[src/rtl/cpe_pkg.sv]
package cpe_pkg;
   // Packet geometry (fixed by the channel format)
   localparam int PKT_W    = 40;
   localparam int DEV_W    = 5;
   localparam int BANK_W   = 5;
   localparam int COL_W    = 6;
   localparam int OP_W     = 4;
   localparam int XOP_W    = 5;
   localparam int MASK_W   = 16;

   // Field offsets inside the 40-bit packet
   localparam int START_POS = 0;
   localparam int DEV_LO    = 1;
   localparam int BANK_LO   = 6;
   localparam int COL_LO    = 11;
   localparam int OP_LO     = 17;
   localparam int RSV_LO    = 21;
   localparam int MSEL_POS  = 23;
   localparam int TAIL_LO   = 24;
   localparam int XDEV_LO   = 24;
   localparam int XBANK_LO  = 29;
   localparam int XOP_LO    = 34;

   typedef struct packed {
      logic                rd;
      logic                cpre;
      logic                xpre;
      logic                retire;
      logic                load;
      logic                autopre;
      logic                cal;
      logic                sam;
      logic                relax;
      logic [BANK_W-1:0]   bank;
      logic [COL_W-1:0]    col;
      logic [BANK_W-1:0]   xbank;
      logic [MASK_W-1:0]   mask;
   } dec_t;
endpackage

[src/rtl/cpe_framer.sv]
module cpe_framer #(
   parameter int PINS  = 5,
   parameter int SLOTS = 8
) (
   input  logic                  clk,
   input  logic                  rst_n,
   input  logic [PINS-1:0]       col_in,
   output logic [PINS*SLOTS-1:0] pkt,
   output logic                  pkt_done
);
   localparam int PKT   = PINS * SLOTS;
   localparam int CNT_W = (SLOTS > 2) ? $clog2(SLOTS) : 1;
   localparam logic [CNT_W-1:0] LAST = CNT_W'(SLOTS - 1);

   logic             busy;
   logic [CNT_W-1:0] cnt;
   logic             start;
   logic [PKT-1:0]   pkt_q;

   assign start = !busy && col_in[0];

   always_ff @(posedge clk or negedge rst_n) begin
      if (!rst_n) begin
         busy     <= 1'b0;
         cnt      <= '0;
         pkt_done <= 1'b0;
      end else begin
         pkt_done <= busy && (cnt == LAST);
         if (start) begin
            busy <= 1'b1;
            cnt  <= CNT_W'(1);
         end else if (busy) begin
            if (cnt == LAST) begin
               busy <= 1'b0;
               cnt  <= '0;
            end else begin
               cnt <= cnt + CNT_W'(1);
            end
         end
      end
   end

   for (genvar s = 0; s < SLOTS; s++) begin : g_slot
      logic take;
      if (s == 0) begin : g_first
         assign take = start;
      end else begin : g_rest
         assign take = busy && (cnt == CNT_W'(s));
      end
      always_ff @(posedge clk or negedge rst_n) begin
         if (!rst_n)    pkt_q[s*PINS +: PINS] <= '0;
         else if (take) pkt_q[s*PINS +: PINS] <= col_in;
      end
   end

   assign pkt = pkt_q;
endmodule

[src/rtl/cpe_decode.sv]
module cpe_decode
   import cpe_pkg::*;
#(
   parameter int LANES      = 2,
   parameter int LANE_BYTES = 8
) (
   input  logic [PKT_W-1:0] pkt,
   input  logic             pkt_done,
   input  logic             attn,
   input  logic [DEV_W-1:0] dev_id,
   output dec_t             dec
);
   logic [DEV_W-1:0]  c_dev, x_dev;
   logic [BANK_W-1:0] c_bank, x_bank;
   logic [COL_W-1:0]  c_col;
   logic [OP_W-1:0]   c_op;
   logic [XOP_W-1:0]  x_op;
   logic              m_sel;
   logic [MASK_W-1:0] lane_mask;
   logic              fire, c_match, x_match, c_read;
   logic              unused_rsv;

   assign c_dev  = pkt[DEV_LO   +: DEV_W];
   assign c_bank = pkt[BANK_LO  +: BANK_W];
   assign c_col  = pkt[COL_LO   +: COL_W];
   assign c_op   = pkt[OP_LO    +: OP_W];
   assign m_sel  = pkt[MSEL_POS];
   assign x_dev  = pkt[XDEV_LO  +: DEV_W];
   assign x_bank = pkt[XBANK_LO +: BANK_W];
   assign x_op   = pkt[XOP_LO   +: XOP_W];
   assign unused_rsv = ^{pkt[START_POS], pkt[RSV_LO +: 2]};

   // per-lane byte enables: explicit mask packet or write-all
   for (genvar l = 0; l < LANES; l++) begin : g_lane
      assign lane_mask[l*LANE_BYTES +: LANE_BYTES] =
         m_sel ? pkt[TAIL_LO + l*LANE_BYTES +: LANE_BYTES] : {LANE_BYTES{1'b1}};
   end

   assign fire    = pkt_done && attn;
   assign c_match = (c_dev == dev_id);
   assign c_read  = c_match && (c_op[1:0] == 2'b11);
   assign x_match = !m_sel && (x_dev == dev_id) && !x_op[0];

   always_comb begin
      dec         = '0;
      dec.rd      = fire && c_read;
      dec.retire  = fire && !c_read;
      dec.load    = fire && c_match && (c_op[1:0] == 2'b01);
      dec.autopre = c_op[2];
      dec.cpre    = fire && c_match &&
                    ((c_op[2:0] == 3'b100) || (c_op[2:0] == 3'b111));
      dec.xpre    = fire && x_match && x_op[4];
      dec.cal     = fire && x_match && x_op[3];
      dec.sam     = fire && x_match && x_op[3] && x_op[2];
      dec.relax   = fire && ((c_match && c_op[3]) || (x_match && x_op[1]));
      dec.bank    = c_bank;
      dec.col     = c_col;
      dec.xbank   = x_bank;
      dec.mask    = lane_mask;
   end
endmodule

[src/rtl/cpe_wbuf.sv]
module cpe_wbuf #(
   parameter int DATA_W = 128,
   parameter int MASK_W = 16,
   parameter int BANK_W = 5,
   parameter int COL_W  = 6
) (
   input  logic              clk,
   input  logic              rst_n,
   input  logic              retire,
   input  logic              load,
   input  logic              autopre,
   input  logic [BANK_W-1:0] bank,
   input  logic [COL_W-1:0]  col,
   input  logic [MASK_W-1:0] mask,
   input  logic [DATA_W-1:0] wdata,
   output logic              ret_stb,
   output logic              ret_pre,
   output logic [BANK_W-1:0] ret_bank,
   output logic [COL_W-1:0]  ret_col,
   output logic [DATA_W-1:0] ret_data,
   output logic [MASK_W-1:0] ret_mask
);
   logic              vld;
   logic              b_auto;
   logic [BANK_W-1:0] b_bank;
   logic [COL_W-1:0]  b_col;
   logic [DATA_W-1:0] b_data;

   always_ff @(posedge clk or negedge rst_n) begin
      if (!rst_n) begin
         vld      <= 1'b0;
         b_auto   <= 1'b0;
         b_bank   <= '0;
         b_col    <= '0;
         b_data   <= '0;
         ret_stb  <= 1'b0;
         ret_pre  <= 1'b0;
         ret_bank <= '0;
         ret_col  <= '0;
         ret_data <= '0;
         ret_mask <= '0;
      end else begin
         // old entry leaves before a new one is taken
         ret_stb  <= retire && vld;
         ret_pre  <= retire && vld && b_auto;
         ret_bank <= b_bank;
         ret_col  <= b_col;
         ret_data <= b_data;
         ret_mask <= mask;
         if (load) begin
            vld    <= 1'b1;
            b_auto <= autopre;
            b_bank <= bank;
            b_col  <= col;
            b_data <= wdata;
         end else if (retire) begin
            vld <= 1'b0;
         end
      end
   end
endmodule

[src/rtl/col_pkt_engine.sv]
module col_pkt_engine
   import cpe_pkg::*;
#(
   parameter int PINS       = 5,
   parameter int SLOTS      = 8,
   parameter int LANES      = 2,
   parameter int LANE_BYTES = 8,
   parameter int DATA_W     = LANES * LANE_BYTES * 8
) (
   input  logic                    clk,
   input  logic                    rst_n,
   input  logic [PINS-1:0]         col_in,
   input  logic                    attn,
   input  logic [DEV_W-1:0]        dev_id,
   input  logic [DATA_W-1:0]       wdata,
   output logic                    rd_stb,
   output logic [BANK_W-1:0]       rd_bank,
   output logic [COL_W-1:0]        rd_col,
   output logic                    pre_stb,
   output logic [BANK_W-1:0]       pre_bank,
   output logic                    xpre_stb,
   output logic [BANK_W-1:0]       xpre_bank,
   output logic                    ret_stb,
   output logic [BANK_W-1:0]       ret_bank,
   output logic [COL_W-1:0]        ret_col,
   output logic [DATA_W-1:0]       ret_data,
   output logic [LANES*LANE_BYTES-1:0] ret_mask,
   output logic                    ret_pre,
   output logic                    cal_stb,
   output logic                    sam_stb,
   output logic                    relax_stb
);
   localparam int BYTES = LANES * LANE_BYTES;

   if (PINS * SLOTS != PKT_W) begin : g_bad_geometry
      $error("col_pkt_engine: PINS*SLOTS must equal the packet width");
   end
   if (BYTES != MASK_W) begin : g_bad_lanes
      $error("col_pkt_engine: LANES*LANE_BYTES must equal the mask width");
   end
   if (DATA_W != BYTES * 8) begin : g_bad_data
      $error("col_pkt_engine: DATA_W must be eight bits per byte lane");
   end

   logic [PKT_W-1:0] pkt;
   logic             pkt_done;
   dec_t             dec;

   cpe_framer #(.PINS(PINS), .SLOTS(SLOTS)) u_framer (
      .clk      (clk),
      .rst_n    (rst_n),
      .col_in   (col_in),
      .pkt      (pkt),
      .pkt_done (pkt_done)
   );

   cpe_decode #(.LANES(LANES), .LANE_BYTES(LANE_BYTES)) u_decode (
      .pkt      (pkt),
      .pkt_done (pkt_done),
      .attn     (attn),
      .dev_id   (dev_id),
      .dec      (dec)
   );

   cpe_wbuf #(.DATA_W(DATA_W), .MASK_W(BYTES), .BANK_W(BANK_W), .COL_W(COL_W)) u_wbuf (
      .clk      (clk),
      .rst_n    (rst_n),
      .retire   (dec.retire),
      .load     (dec.load),
      .autopre  (dec.autopre),
      .bank     (dec.bank),
      .col      (dec.col),
      .mask     (dec.mask),
      .wdata    (wdata),
      .ret_stb  (ret_stb),
      .ret_pre  (ret_pre),
      .ret_bank (ret_bank),
      .ret_col  (ret_col),
      .ret_data (ret_data),
      .ret_mask (ret_mask)
   );

   always_ff @(posedge clk or negedge rst_n) begin
      if (!rst_n) begin
         rd_stb    <= 1'b0;
         rd_bank   <= '0;
         rd_col    <= '0;
         pre_stb   <= 1'b0;
         pre_bank  <= '0;
         xpre_stb  <= 1'b0;
         xpre_bank <= '0;
         cal_stb   <= 1'b0;
         sam_stb   <= 1'b0;
         relax_stb <= 1'b0;
      end else begin
         rd_stb    <= dec.rd;
         rd_bank   <= dec.bank;
         rd_col    <= dec.col;
         pre_stb   <= dec.cpre;
         pre_bank  <= dec.bank;
         xpre_stb  <= dec.xpre;
         xpre_bank <= dec.xbank;
         cal_stb   <= dec.cal;
         sam_stb   <= dec.sam;
         relax_stb <= dec.relax;
      end
   end
endmodule

[config.mk]
export PLATFORM = sky130hd
export DESIGN_NAME = col_pkt_engine
export DESIGN_NICKNAME = d
export VERILOG_FILES = /design/src/rtl/cpe_pkg.sv /design/src/rtl/cpe_framer.sv /design/src/rtl/cpe_decode.sv /design/src/rtl/cpe_wbuf.sv /design/src/rtl/col_pkt_engine.sv
export SDC_FILE = /design/constraint.sdc
export NUM_CORES = 1
export LEC_CHECK = 0
export ABC_AREA = 1
export CORE_ASPECT_RATIO = 1.4
export CORE_UTILIZATION = 52
export DETAILED_ROUTE_END_ITERATION = 12
export PLACE_DENSITY = 0.85
export SETUP_SLACK_MARGIN = 0.4
export SLEW_MARGIN = 20
export SYNTH_ARGS = -nofsm -noshare
export SYNTH_HDL_FRONTEND = slang
export SYNTH_SLANG_ARGS = --single-unit
[constraint.sdc]
create_clock -name clk -period 3.05 [get_ports clk]
set_input_delay 0.305 -clock clk [delete_from_list [all_inputs] [get_ports clk]]
set_output_delay 0.305 -clock clk [all_outputs]
set_load 0.03 [all_outputs]
# Word-level counts from Yosys, hierarchy flattened
# Index checks and enable logic that the tools add are counted.
[totals] regBits=365 inputBits=141 output_inout_bits=184 wordCells=89
[classes] addsub=1 n_eq_ne=13 muxes=10 n_reduce_logical=34
[ops] operator="$logic_and A1 B1 Y1" count=26
[ops] operator="$eq A3 B3 Y1 const B" count=6
[ops] operator="$mux W8" count=2
[ops] operator="$eq A5 B5 Y1" count=2
[ops] operator="$mux W3" count=3
[ops] operator="$eq A3 B2 Y1 const B" count=2
[ops] operator="$mux W1" count=5
[ops] operator="$logic_not A1 Y1" count=4
[ops] operator="$reduce_bool A2 Y1" count=2
[ops] operator="$add A3 B1 Y3 const B" count=1
[ops] operator="$eq A3 B1 Y1 const B" count=1
[ops] operator="$eq A2 B1 Y1 const B" count=1
[ops] operator="$eq A2 B2 Y1 const B" count=1
[ops] operator="$logic_or A1 B1 Y1" count=2

# Longest topological paths before layout
# Gate-level depths: netlist (run 1).
[logic_depth] ltp_word=6 ltp_mapped=11 depth_no_buf=9

# Hierarchy
# A second synthesis (run 1) with hierarchy kept.
[unflattened] cells_unflattened=1097 hier_area_um2=12419.4
[by_module_without_submodules] mod="cpe_wbuf" instances=1 cells_each=757 area_each_um2=9288.9 seq_area_each_um2=7457.2
[by_module_without_submodules] mod="cpe_framer" instances=1 cells_each=197 area_each_um2=1994.4 seq_area_each_um2=1126.1
[by_module_without_submodules] mod="col_pkt_engine" instances=1 cells_each=27 area_each_um2=588.1 seq_area_each_um2=550.5
[by_module_without_submodules] mod="cpe_decode" instances=1 cells_each=116 area_each_um2=548.0 seq_area_each_um2=0.0

# Least setup slack after synthesis (run 1)
# Ideal clock, no wire load.
[synth_path] path_kind="register to register" from="register u_framer.pkt_q[5] (netlist: u_framer.pkt[5])" to="register u_wbuf.b_data[28]" setup_ps=117 arrival_time_ps=1400 required_ps=2933 setup_slack_ps=1533 stages_incl_launch_ff=9 path_buffers=2 period_less_slack_ps=1517 cell_sequence="dfrtp_1 -> xnor2_1 -> nand2_1 -> nor2_2 -> nand3_2 -> buf_2 -> buf_2 -> nand2_1 -> nand2_1"
[synth_via] elab_chain_len=3
[synth_lines] item="start: declaration" line_no="cpe_framer.sv:18" text="logic [PKT-1:0] pkt_q;"
[synth_lines] item="start signal: indexed assignment" line_no="cpe_framer.sv:52" text="else if (take) pkt_q[s*PINS +: PINS] <= col_in;"
[synth_lines] item="$eq A5 B5 Y1" line_no="cpe_decode.sv:40" text="assign c_match = (c_dev == dev_id);"
[synth_lines] item="$logic_and A1 B1 Y1 (2 in a row)" line_no="cpe_decode.sv:48" text="dec.load = fire && c_match && (c_op[1:0] == 2'b01);"
[synth_lines] item="end signal: assignment" line_no="cpe_wbuf.sv:55" text="b_data <= wdata;"
[synth_lines] item="end: declaration" line_no="cpe_wbuf.sv:27" text="logic [DATA_W-1:0] b_data;"
# No other way between the ends.
# A chain may end at the register's enable or synchronous reset.

# Worst setup path in the final report (run 1)
[layout_path] from="register u_framer.pkt_q[4] (netlist: u_framer.pkt[4])" to="register u_wbuf.b_data[83]"
# The elaborated chain is that of the path after synthesis.

==> results summary, run 1 <==
The run finished with clean final reports. The cell depth of the worst hold path came out at 3. The post-synth net total is 1212. The clock-pin slew reported for the worst setup and hold paths after clock tree synthesis came out at 0.06 ns. The wire-length estimate of the detail-placed layout is ~20000 um. Counting every instance in the synthesized netlist gives around 1.1k. The area added between synthesis and finish came out at 38.9%. The number of cells on the worst reg-to-reg path is 9. The post-route netlist has 5.12% of its cells at a drive strength greater than 1. Clock latency on the worst-skew pair, taken at its later pin, is about 0.50 ns. The first global-routing pass estimated slightly above 50000 um of wire.

In this run the most critical hold path is launched from wdata[91]. After detailed routing, the total wire length is ~33000 um. The via total after detailed routing came out at between 9k and 10k. The largest net degree at the start of global routing is between 100 and 150. Of the total synthesized cell area, the portion taken by XOR and XNOR cells is 0.215%. The final critical-path required period is approximately 2.0 ns. The total number of placement rows is between 60 and 70.

The post-synthesis share of cell area spent on and, or, nand and nor gates came out at roughly 20%. The post-CTS resize count came out at 0. The summed instance area of the synthesized netlist is between 10000 and 15000 sq um.

The tightest min-delay check is of the in -> reg type. The number of detailed-route iterations in the first pass is 6. The required time of the worst setup path is ~3.4 ns. The number of maximum-capacitance violations came out at 0. After synthesis, the most frequently instantiated cells are nand2_1, dfrtp_1, nand4_1. STA classifies the critical path endpoint as a register. The post-synthesis cell type with the largest combined area is dfrtp_1. The routing usage on met2 is 47.8%.

The violation count after the first detailed-route iteration came out at a little under 600. The die outline height is 184 um. The count of buffers added on input and output ports is between 300 and 400. The met3 demand-to-capacity share in global routing is roughly 5.3%. The die covers 24200 sq um. nand2_1 is the most common cell in the netlist. The source of the worst register-to-register timing path is u_framer.pkt[4].

The share of the clock period used by the worst path is approximately 67%. The aggregate global-route resource usage came out at 27.5%. For met1 alone, demand over resource in global routing was a little under a third.

The CTS buffer count is 34. The sequential fraction of the synthesis area is between 70% and 80%. The post-synthesis compound-gate area fraction came out at 1.70%. Setup repair after global routing left no endpoint under its margin.

By area, the combinational part of the netlist is dominated by simple AND/OR/NAND/NOR gates. The total leakage power came out at between 8 and 9 nW. After detailed routing, the number of vias per cell comes to ~5.4.

The count of endpoints failing hold in the final timing report came out at 0. The number of ports placed on the die boundary came out at 325. After synthesis, the cell types taking the most area are dfrtp_1, nand2_1, nand4_1. The number of global-route vias before repair came to about 9.4k. The portion of synthesized area spent on multiplexers is 0%.

The headroom to the max-slew limit is between 40% and 50%. The die width is ~130 um. The endpoint arrival time on the critical path came out at between 2 and 2.5 ns. The initial antenna violation count came to 6. The average cell area after synthesis is 11.5 sq um. The clock tree skew after final layout is around 0.013 ns. The internal reg-to-reg setup slack came out at ~1 ns. The worst setup path is of the reg -> reg kind.

The startpoint type of the worst setup path is a register. For the pin with the worst max-slew slack, the measured transition is around 0.77 ns. The overall overflow remaining after global route came out at 0. Counting every sink on the clock net gives roughly 360. The worst vdd rail ir drop came out at ~0.00071 V. In the final timing run, aggregate negative setup slack is 0 ns. Of the total synthesized cell area, the portion taken by full adders, half adders and majority gates is less than 1%. The final core utilization came out at 73.3%.

Of all flip-flops after synthesis, the portion carrying an async set or reset was 100%. TritonCTS built the clock tree. The layer flagged by global routing as most heavily used is met2. The ratio of total power to cell area is around 800 nW/um^2. Setup violations remaining at the end of the flow were counted as 0. The maximum operating frequency came out at around 490 MHz.

The root buffer cell chosen for the clock tree is clkbuf_16. The warning count from the yosys run came out at 0. The endpoint identified for the worst register-to-register timing path is u_wbuf.b_data[83]. The starting utilization of the core area came out at ~53%. The count of unresolved DRC violations after routing is 0. Yosys mapped a number of flops with a built-in enable equal to 0. Yosys mapped the design onto 21 distinct sky130hd cell types. The placer congestion estimate is 0.908. The primary flip-flop cell chosen by synthesis mapping is dfrtp_1. The region available for standard cell placement spans ~23000 sq um. The path with the worst hold slack has its endpoint at u_wbuf.b_data[91]. Synthesis inferred roughly 360 register bits. The wire length per cell after detailed routing is ~19 um. The number of H-tree levels came out at 2.

For this run, the post-layout net count is roughly 1.5k. The top cell type's share of synthesized area is approximately three quarters. The buffer depth of the longest clock path came out at 3. The max-slew violation count came out at 0. The remaining antenna violation count is 0.

The maximum fanout along the worst path is 52.
## how the worst max path moves through the flow
stage / startpoint / endpoint / depth (start not counted)
floorplan: u_framer.pkt[5] / u_wbuf.b_data[28] / 8
global placement: dev_id[2] / u_wbuf.b_data[46] / 11
detailed placement: dev_id[4] / u_wbuf.b_data[119] / 8
CTS: u_framer.pkt[5] / u_wbuf.b_data[119] / 7
global route: u_framer.pkt[4] / u_wbuf.b_data[30] / 9
finish: u_framer.pkt[4] / u_wbuf.b_data[83] / 9
## critical path: stages, from the launching register on
cell,delay [ns]
dfrtp_1,0.42
inv_1,0.10
nand2_1,0.06
nand2_1,0.05
nand3_1,0.11
nor2_4,0.15
nand3_4,0.44
buf_12,0.39
nand2_1,0.12
nand2_1,0.06
## cells in the final DEF (no fill, tap or decap), types with 4 or more instances in the layout
master | synthesis | final
clkdlybuf4s50_1 | 0 | 323
clkbuf_8 | 0 | 7
buf_12 | 0 | 9
inv_1 | 42 | 41
diode_2 | 0 | 4
nand2_1 | 368 | 368
dfrtp_1 | 362 | 362
ha_1 | 6 | 6
clkinv_2 | 0 | 7
o21ai_0 | 38 | 38
nor2_1 | 13 | 13
clkbuf_16 | 0 | 37
nand4_1 | 142 | 142
nand3_1 | 10 | 10
bufinv_16 | 0 | 5
## power breakdown
group / internal [mW] / switching, mW / total [mW]
combinational: 1.11 / 2.05 / 3.16
clock: 2.79 / 1.73 / 4.52
sequential: 5.52 / 0.485 / 6.00
total: 9.41 / 4.26 / 13.7
## cells by family (layout without fill, tap and decap cells)
| family | Yosys count | count (layout) |
|---|---|---|
| compound gates | 41 | 41 |
| xor+xnor | 3 | 3 |
| fa+ha+maj | 6 | 6 |
| buf+inv | 114 | 437 |
| flops | 362 | 362 |
| other cells | 0 | 4 |
| simple gates | 539 | 539 |
## area by class of cell
class                      count  area (sq um)
tap                          306           383
clock inverter                12           185
multi-input combinational    589          2730
antenna                        4          10.0
sequential                   362          9060
clock buffer                  47          1030
fill                        1456          6200
inverter                      44           168
timing repair buffer         334          3440
## repair_timing
action                    in CTS  in global routing
hold buffers                   1                  0
setup buffers                  0                  0
hold endpoints to repair      77                  0
## registers in the layout, indices dropped and copies added, names as in the netlist, 3 cells and up
register	count
u_wbuf.ret_mask	16
pre_bank	5
u_wbuf.ret_col	6
u_framer.cnt	3
u_wbuf.ret_data	128
u_wbuf.b_col	6
xpre_bank	5
u_wbuf.ret_bank	5
rd_col	6
u_wbuf.b_data	128
u_wbuf.b_bank	5
u_framer.pkt	37
## layer usage
layer	share of wire [%]	routed length, um
met2	52	17100
met4	6.4	2070
met5	0.077	25
met1	35	11400
met3	6.0	1970
## through the flow
step	power (mW)	setup slack (ns)	hold slack (ns)	instance area [sq um]	instances
final	13.7	1.00	0.369	17000	1698
after global routing	14.3	0.858	0.356	17000	1698
after CTS	13.8	0.975	0.351	17000	1694
after detailed placement	9.20	0.534	0.343	15800	1634
after global placement	9.10	0.645	0.333	15800	1634
after floorplan	7.74	1.53	0.00941	12200	1065
Power figures use the tool's default switching activity.
==> run 2: changes to the inputs <==
--- a/config.mk
+++ b/config.mk
@@ -7,9 +7,9 @@
 export LEC_CHECK = 0
 export ABC_AREA = 1
 export CORE_ASPECT_RATIO = 1.4
-export CORE_UTILIZATION = 52
+export CORE_UTILIZATION = 48
 export DETAILED_ROUTE_END_ITERATION = 12
-export PLACE_DENSITY = 0.85
+export PLACE_DENSITY = 0.79
 export SETUP_SLACK_MARGIN = 0.4
 export SLEW_MARGIN = 20
 export SYNTH_ARGS = -nofsm -noshare
==> constraint.sdc (replaced) <==
create_clock -name clk -period 2.05 [get_ports clk]
set_input_delay 0.205 -clock clk [delete_from_list [all_inputs] [get_ports clk]]
set_output_delay 0.205 -clock clk [all_outputs]
set_load 0.03 [all_outputs]
==> run 2 against run 1 <==
- critical path depth increased by 1
- clock power increased by 39%
- combinational power increased by 43%
- sequential share of layout area decreased by 0.41 points
- critical endpoint is now u_wbuf.b_data[27]
- hold slack got worse by 0.18 ns
- maximum frequency increased by 21%
- clock-buffer cell count decreased by 8
- register-to-register slack got worse by 0.65 ns
- highest routed layer unchanged
- utilization decreased by 4.3 points
- global-route usage decreased by 3.1 points
==> results summary, run 2 (synthesized netlist as in run 1, its figures left out) <==
The number of ports placed on the die boundary is ~330. The aggregate global-route resource usage is between 20% and 30%. Summing over every cut layer, the via total after detailed routing is 9240. STA classifies the critical path startpoint as a register. The CTS tree is built. The maximum fanout along the worst path came out at 17.

The share of layout cells above drive strength 1 is around 8.4%. The count of endpoints failing hold in the final timing report came to 0. The number of placed instances with taps included is 1654. The placer congestion estimate came out at about 0.8. The final core utilization is between 60 and 70%.

The number of clock sinks is approximately 360. The required time of the worst setup path is about 2.5 ns. After clock tree synthesis, the clock-pin slew on the worst setup and hold paths is around 0.07 ns.

The largest net degree at the start of global routing is 80. Across the run, the number of max-cap violations was 0. The final layout contains about 1.5k nets. For the worst setup path, the data arrival time is 2.14 ns. Across all setup checks in the final design, the least slack found is ~0.35 ns. The number of failing setup endpoints in the final timing report is 0. The type of destination of the critical path is a register.

Among all stages on the critical path, the largest delay is contributed by dfrtp_1. Once layout is done, the placed cells without fillers occupy ~17000 sq um. The wire length per cell after detailed routing is 19.5 um.

The placement-stage cell area came out at roughly 16000 sq um. Registers take a little over 9000 sq um. The aggregate negative setup slack came out at 0 ns. The worst-case setup slack after placement is between 0.04 and 0.05 ns. The run finished with clean final reports.

The count of unresolved DRC violations after routing is 0. The total number of placement rows is ~70. The number of detailed-route iterations in the first pass came out at 4. The commonest non-fill, non-tap cell in the layout is dfrtp_1. The area added between synthesis and finish came out at 40.0%. Buffers placed on the I/O ports in this run total about 320. The wire length of the first global-routing pass is around 49000 um. Summed over all nets, the half-perimeter wirelength after detailed placement is around 20000 um. The cell seen most often among critical-path stages is nand2_1. The max-slew violation count came out at 0. The clock arrives with between 0.009 and 0.01 ns of skew. In the final layout, the multi-input gates occupy 2790 sq um.

The number of H-tree levels is 1. The final cell count without fillers came out at 1730. In this run the tightest slew margin relative to its limit is slightly below 70%. The later-pin clock latency in the skew report is 0.56 ns. The source of the worst register-to-register timing path is u_framer.pkt[2]. In this run the static leakage power is ~9.4 nW. The overall overflow remaining after global route came out at 0. The worst hold path belongs to the class in -> async.

The number of global-route vias before repair came out at 9025. The maximum operating frequency is between 500 and 600 MHz. In this run the register-to-register setup slack is about 0.35 ns. Summed over all layers, the routed wires come to approximately 34000 um. The fill cell instance count of the final layout is between 1.5k and 2k. The starting utilization of the core area came out at between 40% and 50%. The ratio of total power to cell area is approximately 1100 nW/um^2.

The total chip power came out at 19.6 mW. The buffer depth of the longest clock path came out at 3. The die covers roughly 26000 sq um. The critical path start-end classification is reg -> reg. The initial antenna violation count came out at 2.

The CTS buffer count came out at 31. The endpoint identified for the worst register-to-register timing path is u_wbuf.b_data[27]. The combined buffer and inverter count along the critical path came out at 3. The worst path uses about 83% of the clock period.

The number of cells on the worst reg-to-reg path is 10. The die width came out at about 140 um. The violation count after the first detailed-route iteration is approximately 580. The die outline height came out at 191 um.

The remaining antenna violation count is 0. The core region is between 20000 and 25000 sq um. After detailed routing, the number of vias per cell comes to roughly 5.3.

At the pin with the least slew margin, the transition time is roughly 0.47 ns. Setup repair after global routing could not meet its margin everywhere. The library cells used most frequently in the layout, excluding fill and tap cells, are dfrtp_1, nand2_1, dlygate4sd2_1. The final hold slack came out at between 0.15 and 0.2 ns. The final critical-path required period came out at ~1.7 ns. IR analysis of the VDD net gives a maximum drop of roughly 0.001 V. The delay of the slowest cell on the worst path is roughly 0.42 ns. Walking the worst path, the cells encountered are inv_2 > nand2_1 > nand2_1 > nand3_2 > nor2_4 > nand3_4 > buf_12 > buf_6 > nand2_1 > nand2_1. In this design, the largest share of critical-path delay is due to simple AND/OR/NAND/NOR gates.

Clock tree synthesis selected as its root buffer the cell clkbuf_16.
==> run 2: cell count changes in the layout (fill, tap and decap cells not counted), sizes merged <==
cell,before,now
dlygate4sd2,0,184
buf,10,32
clkbuf,47,44
clkinvlp,0,2
clkinv,8,11
diode,4,2
clkdlybuf4s50,323,139
inv,43,44
==> run 2: how the worst max path moves through the flow <==
stage,startpoint,end,cells after the start
after floorplan,u_framer.pkt[5],u_wbuf.b_data[28],8
after global placement,dev_id[2],u_wbuf.b_data[120],10
after detailed placement,dev_id[2],u_wbuf.b_data[66],10
after CTS,u_framer.pkt[2],u_wbuf.b_data[52],9
after global routing,u_framer.pkt[2],u_wbuf.b_data[27],10
final,u_framer.pkt[2],u_wbuf.b_data[27],10
==> run 2: final cells by class <==
cell class	count	area share, %
clock inverter	18	1.33
sequential	362	52.9
multi-input combinational	589	16.3
clock buffer	39	5.17
tap	315	2.30
inverter	44	0.978
timing repair buffer	361	21.1
antenna	2	0.0292
==> run 2: worst register-to-register path: cells and delay by family, from the launching register on <==
| kind | cells | cell delay [ns] |
|---|---|---|
| buf+inv | 3 | 0.43 |
| simple gates | 7 | 0.72 |
| flops | 1 | 0.42 |
==> run 2: timing repair <==
| action | CTS | global route |
|---|---|---|
| gates cloned | 0 | 11 |
| buffers inserted | 0 | 5 |
| pin swaps | 0 | 3 |
| hold buffers | 1 | 0 |
| endpoints found under the setup margin | 186 | 142 |
| resized for setup | 185 | 29 |
| hold endpoints to repair | 108 | 0 |
==> run 2: power by group <==
group	internal, mW	leakage [nW]	total [mW]	switching [mW]
clock network	3.69	0.554	6.28	2.60
logic	1.41	3.99	4.53	3.12
registers	8.20	4.89	8.82	0.622
==> run 2: layer usage <==
metal	up-vias	part of all wire, %	track usage [%]
li1	4137	-	-
met1	4577	36	28.7
met2	405	51	41.3
met3	119	6.3	3.92
met4	2	6.2	15.3
met5	-	0.050	0
==> run 3: changes to the inputs <==
==> constraint.sdc (replaced) <==
create_clock -name clk -period 1.7 [get_ports clk]
set_input_delay 0.17 -clock clk [delete_from_list [all_inputs] [get_ports clk]]
set_output_delay 0.17 -clock clk [all_outputs]
set_load 0.03 [all_outputs]
==> run 3 against run 2 <==
- register-to-register slack lost 0.26 ns
- sequential power grew 22%
- via count rose by 3.4%
- wire length up 6.4%
- total power increased by 25%
- clock-buffer cell count increased by 10
- setup slack worse by 0.26 ns
- combinational power increased by 32%
- critical path depth stayed put
- design area increased by 0.19%
- global-route usage rose by 0.91 points
- non-clock buffer count rose by 39
- largest power group unchanged
==> results summary, run 3 (synthesized netlist as in run 1, its figures left out) <==
The maximum fanout along the worst path came out at 7. The area of the core is between 20000 and 25000 sq um. The maximum operating frequency came out at 620 MHz.

At the later pin of the worst-skew pair, clock insertion delay measures roughly 0.5 ns. The wire length per cell after detailed routing came out at roughly 20 um. Summing internal, switching and leakage power gives roughly 25 mW.

The clock tree skew after final layout is around 0.013 ns. The number of clock sinks came out at 362. The number of H-tree levels came out at 2. The buffer depth of the longest clock path came out at 3. The final critical-path required period is 1.61 ns. Input and output buffers added on the ports amount to between 300 and 400. The share of the clock period used by the worst path is between 90% and 100%. The area added between synthesis and finish came out at 40.2%. The share of layout cells above drive strength 1 is 24.0%. The CTS buffer count came out at 35.

The worst vdd rail ir drop is ~0.0014 V. The wire length of the first global-routing pass is between 50000 and 60000 um. The tool flagged a number of max-cap violations equal to 0.

The number of ports placed on the die boundary came out at around 330. The worst hold path belongs to the class in -> async. The placer congestion estimate came out at 0.896.

The run finished with clean final reports. The aggregate global-route resource usage came out at about a quarter. The HPWL after detailed placement is 21900 um.

The ratio of total power to cell area came out at 1430 nW/um^2. The setup path with the least slack is of type reg -> reg. The top cell types in the final layout, fill and taps aside, are nand2_1, dfrtp_1, buf_2. In this run the critical register-to-register path is captured at u_wbuf.b_data[35]. The worst setup path is captured at a register.

The root buffer selected by CTS is clkbuf_16. Traced cell by cell, the critical path runs through inv_1 > nand2_1 > nand2_1 > nand3_2 > nor2_4 > buf_6 > buf_12 > buf_6 > nand4_1 > nand2_1. The max-slew violation count is 0. The number of nets in the layout is between 1.5k and 2k. Setup repair after global routing could not meet its margin everywhere.

After clock tree synthesis, the clock-pin slew on the worst setup and hold paths is 0.06 ns. Leaving out fill and tap cells, the most frequent cell in the layout is nand2_1. The overall overflow remaining after global route came out at 0. After filler insertion, the fill cell instance count of the layout stands at 1749.

The final instance area is between 15000 and 20000 sq um. The number of global-route vias before repair is about 9.5k. The floorplan step defined a die boundary enclosing about 26000 sq um.

The headroom to the max-slew limit came out at between 60% and 70%. The largest single stage delay on the critical path is a little over 0.4 ns. The number of cells on the worst reg-to-reg path came out at 10. The largest net degree at the start of global routing is 64. The number of failing setup endpoints in the final timing report is 0. By instance count, the cell type seen most on the critical path is nand2_1. Detailed routing inserted a total of ~9.6k vias. The initial antenna violation count is 3. The count of unresolved DRC violations after routing came out at 0. The via density per instance is 5.38.

The count of endpoints failing hold in the final timing report came out at 0. The remaining antenna violation count came out at 0. The endpoint arrival time on the critical path came out at 2.04 ns. The transition time at the pin with the least slew margin came out at roughly 0.50 ns. The placed instances occupy a cell area of around 16000 sq um. The floorplan has between 60 and 70 rows. The total leakage power is slightly above 9 nW. The worst register-to-register path begins at u_framer.pkt[4]. The die width came out at 137 um. The violation count after the first detailed-route iteration is around 570.

The slowest stage of the critical path belongs to the cell dfrtp_1. TritonCTS built the clock tree. The startpoint type of the worst setup path is a register. The die outline height is 191 um.

Summed over all layers, the routed wires come to around 36000 um. For this configuration, the core starts out at a cell density of 49.3%. The required time of the worst setup path came out at approximately 2.1 ns.

The number of detailed-route iterations in the first pass is 5. The internal reg-to-reg setup slack came out at around 0.088 ns.
==> run 3: cell types whose count changed in the layout (fill, tap and decap cells not counted), sizes merged, moves of 2 or more <==
cell,delta
dlygate4sd2,-184
inv,+2
clkbuf,+16
clkinv,-4
buf,+217
bufinv,-2
==> run 3: per-layer routing <==
layer	wire (um)	GRT usage, %	up-vias
li1	-	-	4239
met1	12600	29.3	4734
met2	18600	43.9	465
met3	2870	5.83	120
met4	1950	12.0	0
met5	0	0	-
==> run 3: worst max path at each step <==
stage / startpoint / end / cells past startpoint
after detailed placement: dev_id[0] / u_wbuf.b_data[27] / 10
after CTS: u_framer.pkt[5] / u_wbuf.b_data[39] / 8
after global routing: u_framer.pkt[4] / u_wbuf.b_data[35] / 10
after global placement: dev_id[0] / u_wbuf.b_data[91] / 10
after floorplan: u_framer.pkt[2] / u_wbuf.b_data[28] / 10
final: u_framer.pkt[4] / u_wbuf.b_data[35] / 10
==> run 3: area by class of cell <==
type,count,area (sq um),share of cell area (%)
Sequential cell,362,9060,52.8
Timing Repair Buffer,400,3440,20.1
Multi-Input combinational cell,590,2920,17.0
Clock buffer,49,1020,5.95
Tap cell,315,394,2.30
Inverter,44,168,0.976
Clock inverter,13,161,0.940
Antenna cell,3,7.51,0.0437
==> run 3: repair_timing <==
action | 4_1_cts | 5_1_grt
pin swaps | 0 | 19
resized for setup | 918 | 63
hold buffers | 1 | 0
buffers inserted | 4 | 7
cloned | 2 | 17
setup endpoints to repair | 353 | 182
endpoints found under the hold margin | 87 | 0
==> run 3: power by group <==
group	leakage (nW)	switching, mW	total [mW]	internal, mW
logic	3.84	4.00	5.96	1.95
clock network	0.580	3.22	7.91	4.69
registers	4.89	0.852	10.8	9.90
==> run 3: critical path: cells and delay by family, from the launching register on <==
kind	cells	cell delay [ns]
flip-flops	1	0.41
AND/OR/NAND/NOR	6	0.62
buffers and inverters	4	0.53
==> run 3: through the flow <==
stage	util, %	TNS (ns)	hold slack, ns	cells	setup WS (ns)
after global routing	69.1	0	0.222	1775	0.0132
after CTS	66.6	0	0.205	1749	0.0722
after detailed placement	65.1	-16.51	0.132	1680	-0.178
after floorplan	-	0	-0.126	1065	0.273
final	69.1	0	0.211	1776	0.0877
after global placement	65.1	-12.92	0.134	1680	-0.127
